<file path="config.mk">
export PLATFORM = sky130hd
export DESIGN_NAME = bus_cmd_ctrl
export DESIGN_NICKNAME = d
export VERILOG_FILES = /design/src/rtl/bcc_pkg.sv /design/src/rtl/bcc_sequencer.sv /design/src/rtl/bcc_enable_timer.sv /design/src/rtl/bcc_cmd_decode.sv /design/src/rtl/bus_cmd_ctrl.sv
export SDC_FILE = /design/constraint.sdc
export NUM_CORES = 1
export LEC_CHECK = 0
export BUFFER_PORTS_ARGS = -buffer_cell sky130_fd_sc_hd__buf_2
export CORE_MARGIN = 10
export CORE_UTILIZATION = 44
export CTS_BUF_LIST = sky130_fd_sc_hd__clkbuf_16
export CTS_CLUSTER_SIZE = 30
export DETAILED_ROUTE_END_ITERATION = 10
export HOLD_SLACK_MARGIN = 0.12
export PLACE_DENSITY = 0.71
export SYNTH_ARGS = -nofsm -noshare
export SYNTH_HDL_FRONTEND = slang
export SYNTH_SLANG_ARGS = --single-unit
</file>
<file path="constraint.sdc">
create_clock -name clk -period 1.22 [get_ports clk]
set_clock_uncertainty 0.1 [all_clocks]
set_input_delay 0.061 -clock clk [delete_from_list [all_inputs] [get_ports clk]]
set_output_delay 0.061 -clock clk [all_outputs]
set_load 0.01 [all_outputs]
</file>
<file path="src/rtl/bcc_pkg.sv">
package bcc_pkg;
  typedef enum logic [1:0] {
    PH_IDLE   = 2'd0,
    PH_LATCH  = 2'd1,
    PH_EARLY  = 2'd2,
    PH_FULL   = 2'd3
  } bcc_phase_t;

  localparam logic [2:0] ST_INTA   = 3'b000;
  localparam logic [2:0] ST_IORD   = 3'b001;
  localparam logic [2:0] ST_IOWR   = 3'b010;
  localparam logic [2:0] ST_HALT   = 3'b011;
  localparam logic [2:0] ST_FETCH  = 3'b100;
  localparam logic [2:0] ST_MEMRD  = 3'b101;
  localparam logic [2:0] ST_MEMWR  = 3'b110;
  localparam logic [2:0] ST_IDLE   = 3'b111;
endpackage

</file>
<file path="src/rtl/bcc_sequencer.sv">
module bcc_sequencer
  import bcc_pkg::*;
(
  input  logic       clk,
  input  logic       rst_n,
  input  logic [2:0] status,
  output bcc_phase_t phase_o,
  output logic [2:0] code_o
);
  logic [2:0] prev_q, code_q, code_d;
  bcc_phase_t ph_q, ph_d;

  always_comb begin
    ph_d   = ph_q;
    code_d = code_q;
    if (status == ST_IDLE) begin
      ph_d = PH_IDLE;
    end else if (prev_q == ST_IDLE) begin
      ph_d   = PH_LATCH;
      code_d = status;
    end else begin
      unique case (ph_q)
        PH_LATCH: ph_d = PH_EARLY;
        PH_EARLY: ph_d = PH_FULL;
        default:  ph_d = ph_q;
      endcase
    end
  end

  always_ff @(posedge clk or negedge rst_n) begin
    if (!rst_n) begin
      prev_q <= ST_IDLE;
      code_q <= ST_IDLE;
      ph_q   <= PH_IDLE;
    end else begin
      prev_q <= status;
      code_q <= code_d;
      ph_q   <= ph_d;
    end
  end

  assign phase_o = ph_q;
  assign code_o  = code_q;
endmodule

</file>
<file path="src/rtl/bcc_enable_timer.sv">
module bcc_enable_timer #(
  parameter int unsigned ENABLE_DLY = 3
) (
  input  logic clk,
  input  logic rst_n,
  input  logic addr_en_n,
  input  logic cmd_en,
  output logic gate_o
);
  generate
    if (ENABLE_DLY == 0) begin : g_nodly
      assign gate_o = cmd_en && !addr_en_n;
    end else begin : g_dly
      localparam int unsigned CW = $clog2(ENABLE_DLY + 1);
      localparam logic [CW-1:0] LIMIT = CW'(ENABLE_DLY);
      logic [CW-1:0] cnt_q, cnt_d;
      logic          cnt_en;

      assign cnt_en = addr_en_n || (cnt_q != LIMIT);

      always_comb begin
        if (addr_en_n) cnt_d = '0;
        else           cnt_d = cnt_q + 1'b1;
      end

      always_ff @(posedge clk or negedge rst_n) begin
        if (!rst_n)      cnt_q <= '0;
        else if (cnt_en) cnt_q <= cnt_d;
      end

      assign gate_o = cmd_en && !addr_en_n && (cnt_q == LIMIT);
    end
  endgenerate
endmodule

</file>
<file path="src/rtl/bcc_cmd_decode.sv">
module bcc_cmd_decode
  import bcc_pkg::*;
(
  input  bcc_phase_t phase,
  input  logic [2:0] code,
  input  logic       gate,
  output logic       ale,
  output logic       mem_rd_n,
  output logic       mem_wr_n,
  output logic       mem_wr_early_n,
  output logic       io_rd_n,
  output logic       io_wr_n,
  output logic       io_wr_early_n,
  output logic       inta_n,
  output logic       dir_tx,
  output logic       data_en
);
  logic strobe_win, full_win, is_write;

  assign strobe_win = gate && (phase == PH_EARLY || phase == PH_FULL);
  assign full_win   = gate && (phase == PH_FULL);
  assign is_write   = (code == ST_IOWR) || (code == ST_MEMWR);

  always_comb begin
    ale            = (phase == PH_LATCH);
    dir_tx         = (phase != PH_IDLE) && is_write;
    data_en        = strobe_win && (code != ST_HALT);
    inta_n         = !(strobe_win && code == ST_INTA);
    io_rd_n        = !(strobe_win && code == ST_IORD);
    io_wr_early_n  = !(strobe_win && code == ST_IOWR);
    io_wr_n        = !(full_win   && code == ST_IOWR);
    mem_rd_n       = !(strobe_win && (code == ST_FETCH || code == ST_MEMRD));
    mem_wr_early_n = !(strobe_win && code == ST_MEMWR);
    mem_wr_n       = !(full_win   && code == ST_MEMWR);
  end
endmodule

</file>
<file path="src/rtl/bus_cmd_ctrl.sv">
module bus_cmd_ctrl
  import bcc_pkg::*;
#(
  parameter int unsigned ENABLE_DLY = 3
) (
  input  logic       clk,
  input  logic       rst_n,
  input  logic [2:0] status,
  input  logic       addr_en_n,
  input  logic       cmd_en,
  output logic       ale,
  output logic       mem_rd_n,
  output logic       mem_wr_n,
  output logic       mem_wr_early_n,
  output logic       io_rd_n,
  output logic       io_wr_n,
  output logic       io_wr_early_n,
  output logic       inta_n,
  output logic       dir_tx,
  output logic       data_en
);
  bcc_phase_t phase;
  logic [2:0] code;
  logic       gate;

  bcc_sequencer u_seq (
    .clk(clk), .rst_n(rst_n), .status(status), .phase_o(phase), .code_o(code)
  );

  bcc_enable_timer #(.ENABLE_DLY(ENABLE_DLY)) u_tmr (
    .clk(clk), .rst_n(rst_n), .addr_en_n(addr_en_n), .cmd_en(cmd_en), .gate_o(gate)
  );

  bcc_cmd_decode u_dec (
    .phase(phase), .code(code), .gate(gate),
    .ale(ale), .mem_rd_n(mem_rd_n), .mem_wr_n(mem_wr_n),
    .mem_wr_early_n(mem_wr_early_n), .io_rd_n(io_rd_n), .io_wr_n(io_wr_n),
    .io_wr_early_n(io_wr_early_n), .inta_n(inta_n), .dir_tx(dir_tx),
    .data_en(data_en)
  );
endmodule

</file>
==> flow_summary.ini <==
[status]
status = complete, but fails checks
violations = negative setup slack

[layout]
fin_nets = 102
syn_to_final_growth_pct = 58.8
fillers = 96
drive_above_1_share = 0.602
finalNonFillerCells = 103
diodes = 0
fin_area_um2 = 993

[timing]
rsz0062_at_grt = true
fin_crit_sh = 1.27
fin_crit_ns = 1.55
hold_viol_final = 0
drv_slew = 0
setup_tns_ns = -3.01
finalSetupViolCount = 13
relSlewSlack = 0.856
hold_ws_ns = 0.124
tightest_slew_ns = 0.215
timing.fmax_mhz = 646
setup_ws_ns = -0.328

[synthesis]
yosysTopAreaCell = dfstp_2
synth_top_flop_cell = dfstp_2
seq_area_frac_synth = 0.412
ys_seq_elements = 10
synth.most_common_cell = dfstp_2
synth_cell_types = 28
synth-async-reset-ratio = 1.00
syn_inst = 56
synth_area_leaders = dfstp_2, dfrtp_1, ha_1
synth_top_cell_area_share = 0.252
avgSynthCellArea_um2 = 11.2
syn_nets = 68
synth_commonest_cells = dfstp_2, ha_1, and4b_1, dfrtp_1
yosysWarnings = 0
synth_area_um2 = 626
synth_edf_count = 0

[floorplan]
num_io_pins = 17
die_area_um2 = 3330
initial_core_util = 0.475
fp.coreArea_um2 = 1320
die_w_um = 57.7
die_h_um = 57.7
fp-row-count = 13

[worst_setup_path]
cp.arrival_ns = 1.39
criticalPathCategory = flip-flop to output port
crit_required_ns = 1.06
r2r-end = u_seq.phase_o[0]$_DFFE_PN0P_
cp_max_fo = 6
endpoint_kind = output port
startpoint_type = flip-flop
critPathLaunch = u_seq.phase_o[1]$_DFFE_PN0P_
ff2ff_path_depth = 6
reg2reg_slack_ns = -0.23
worst_r2r_startpoint = u_seq.phase_o[0]$_DFFE_PN0P_

[power]
vdd_drop_max_mv = 1.41
leakage_nw = 0.437
powerDensity_nw_per_um2 = 1960

[detailed_routing]
drc = 0
routedWlPerCell_um = 14.6
drt-total-wl_um = 1510
via_per_inst = 5.25
drtIter0Drc = 8
first_pass_iters = 4
ant_nets = 0
vias = 541

[clock_tree]
cts_root_buffer = clkbuf_16
clkSlewWorstSetupHoldPaths_ns = 0.04
cts_tree = done
cts_made_buffers = 3
clock_path_buffers = 2
cts_num_sinks = 10
insertion_delay_ns = 0.23
h-tree-depth = 1

[flow_run]
drv_cap = 0

[placed_design]
placed_area_um2 = 756
place_congestion = 0.717
port_buffers = 16
dp.cells = 90
hpwl_um = 1000
post-place-ws_ns = -0.167

[global_route]
grt_max_degree = 11
grt_pass1_vias = 603
gr-total-overflow = 0
globalRouteTotalUtil = 0.0968
grt_pass1_wl_um = 2690
antenna_found_initial = 0

[hold_path]
hp-class = input port to async pin
-- where the power goes --
group	leakage [nW]	internal (mW)	switching (mW)
Clock	0.0370	0.422	0.124
Sequential	0.110	0.437	0.117
Combinational	0.290	0.498	0.346
Total	0.437	1.36	0.587
-- cells by family after synthesis --
group / after synthesis / synth area share
and+or+nand+nor: 27 / 0.310
DFF: 10 / 0.412
AOI/OAI and AO/OA: 6 / 0.0820
buffers and inverters: 5 / 0.0500
adders and majority gates: 5 / 0.100
muxes: 2 / 0.0320
xor gates and xnor gates: 1 / 0.0140
-- final cells by class --
class,count,area [µm²],area share
Clock buffer,3,75.1,0.0756
Multi-Input combinational cell,41,399,0.402
Sequential cell,10,260,0.262
Timing Repair Buffer,32,233,0.234
Inverter,2,7.51,0.00756
Tap cell,15,18.8,0.0189
-- flip-flops by register name (all words and copies together), names as in the netlist --
| name | flops |
|---|---|
| u_seq.code_o | 3 |
| u_seq.phase_o | 2 |
| u_seq.prev_q | 3 |
| u_tmr.g_dly.cnt_q | 2 |
-- critical path: stages, from the launching register on --
cell     delay (ns)
dfrtp_2        0.45
ha_4           0.18
or2_4          0.27
and3_4         0.15
buf_6          0.11
-- worst max path at each step --
stage	cells after the start	slack, ns	end
CTS	5	-0.34	data_en
finish	4	-0.33	data_en
global placement	5	-0.11	data_en
global route	4	-0.36	data_en
floorplan	5	-0.03	data_en
detailed placement	5	-0.17	data_en
-- metal layers --
layer	vias to the layer above	track usage	wire, µm
li1	276	-	-
met1	250	0.105	634
met2	13	0.167	759
met3	2	0.0261	108
met4	0	0.0503	4
met5	-	0	0
-- through the flow --
step                       util  total power [mW]
after floorplan               -             0.880
after global placement    0.574              1.04
after detailed placement  0.574              1.06
after CTS                 0.733              1.87
after global routing      0.754              2.09
final                     0.754              1.94
-- what timing repair did --
| action | CTS | global route |
|---|---|---|
| hold buffers | 5 | 0 |
| pin swaps | 7 | 4 |
| setup endpoints to repair | 12 | 12 |
| gates cloned | 0 | 0 |
| gates resized for setup | 15 | 3 |
| endpoints found under the hold margin | 17 | 0 |
| setup buffers | 4 | 2 |
-- cells in the final DEF, fill, tap and decap left out, drive strengths merged, types with 3 or more instances in the layout --
master	count
dlygate4sd3	5
and4b	4
nand4b	3
clkbuf	3
dfrtp	4
nor3	3
nand3	3
nor2	3
ha	5
dfstp	6
buf	27
No activity file was read; power rests on OpenSTA's default activity.
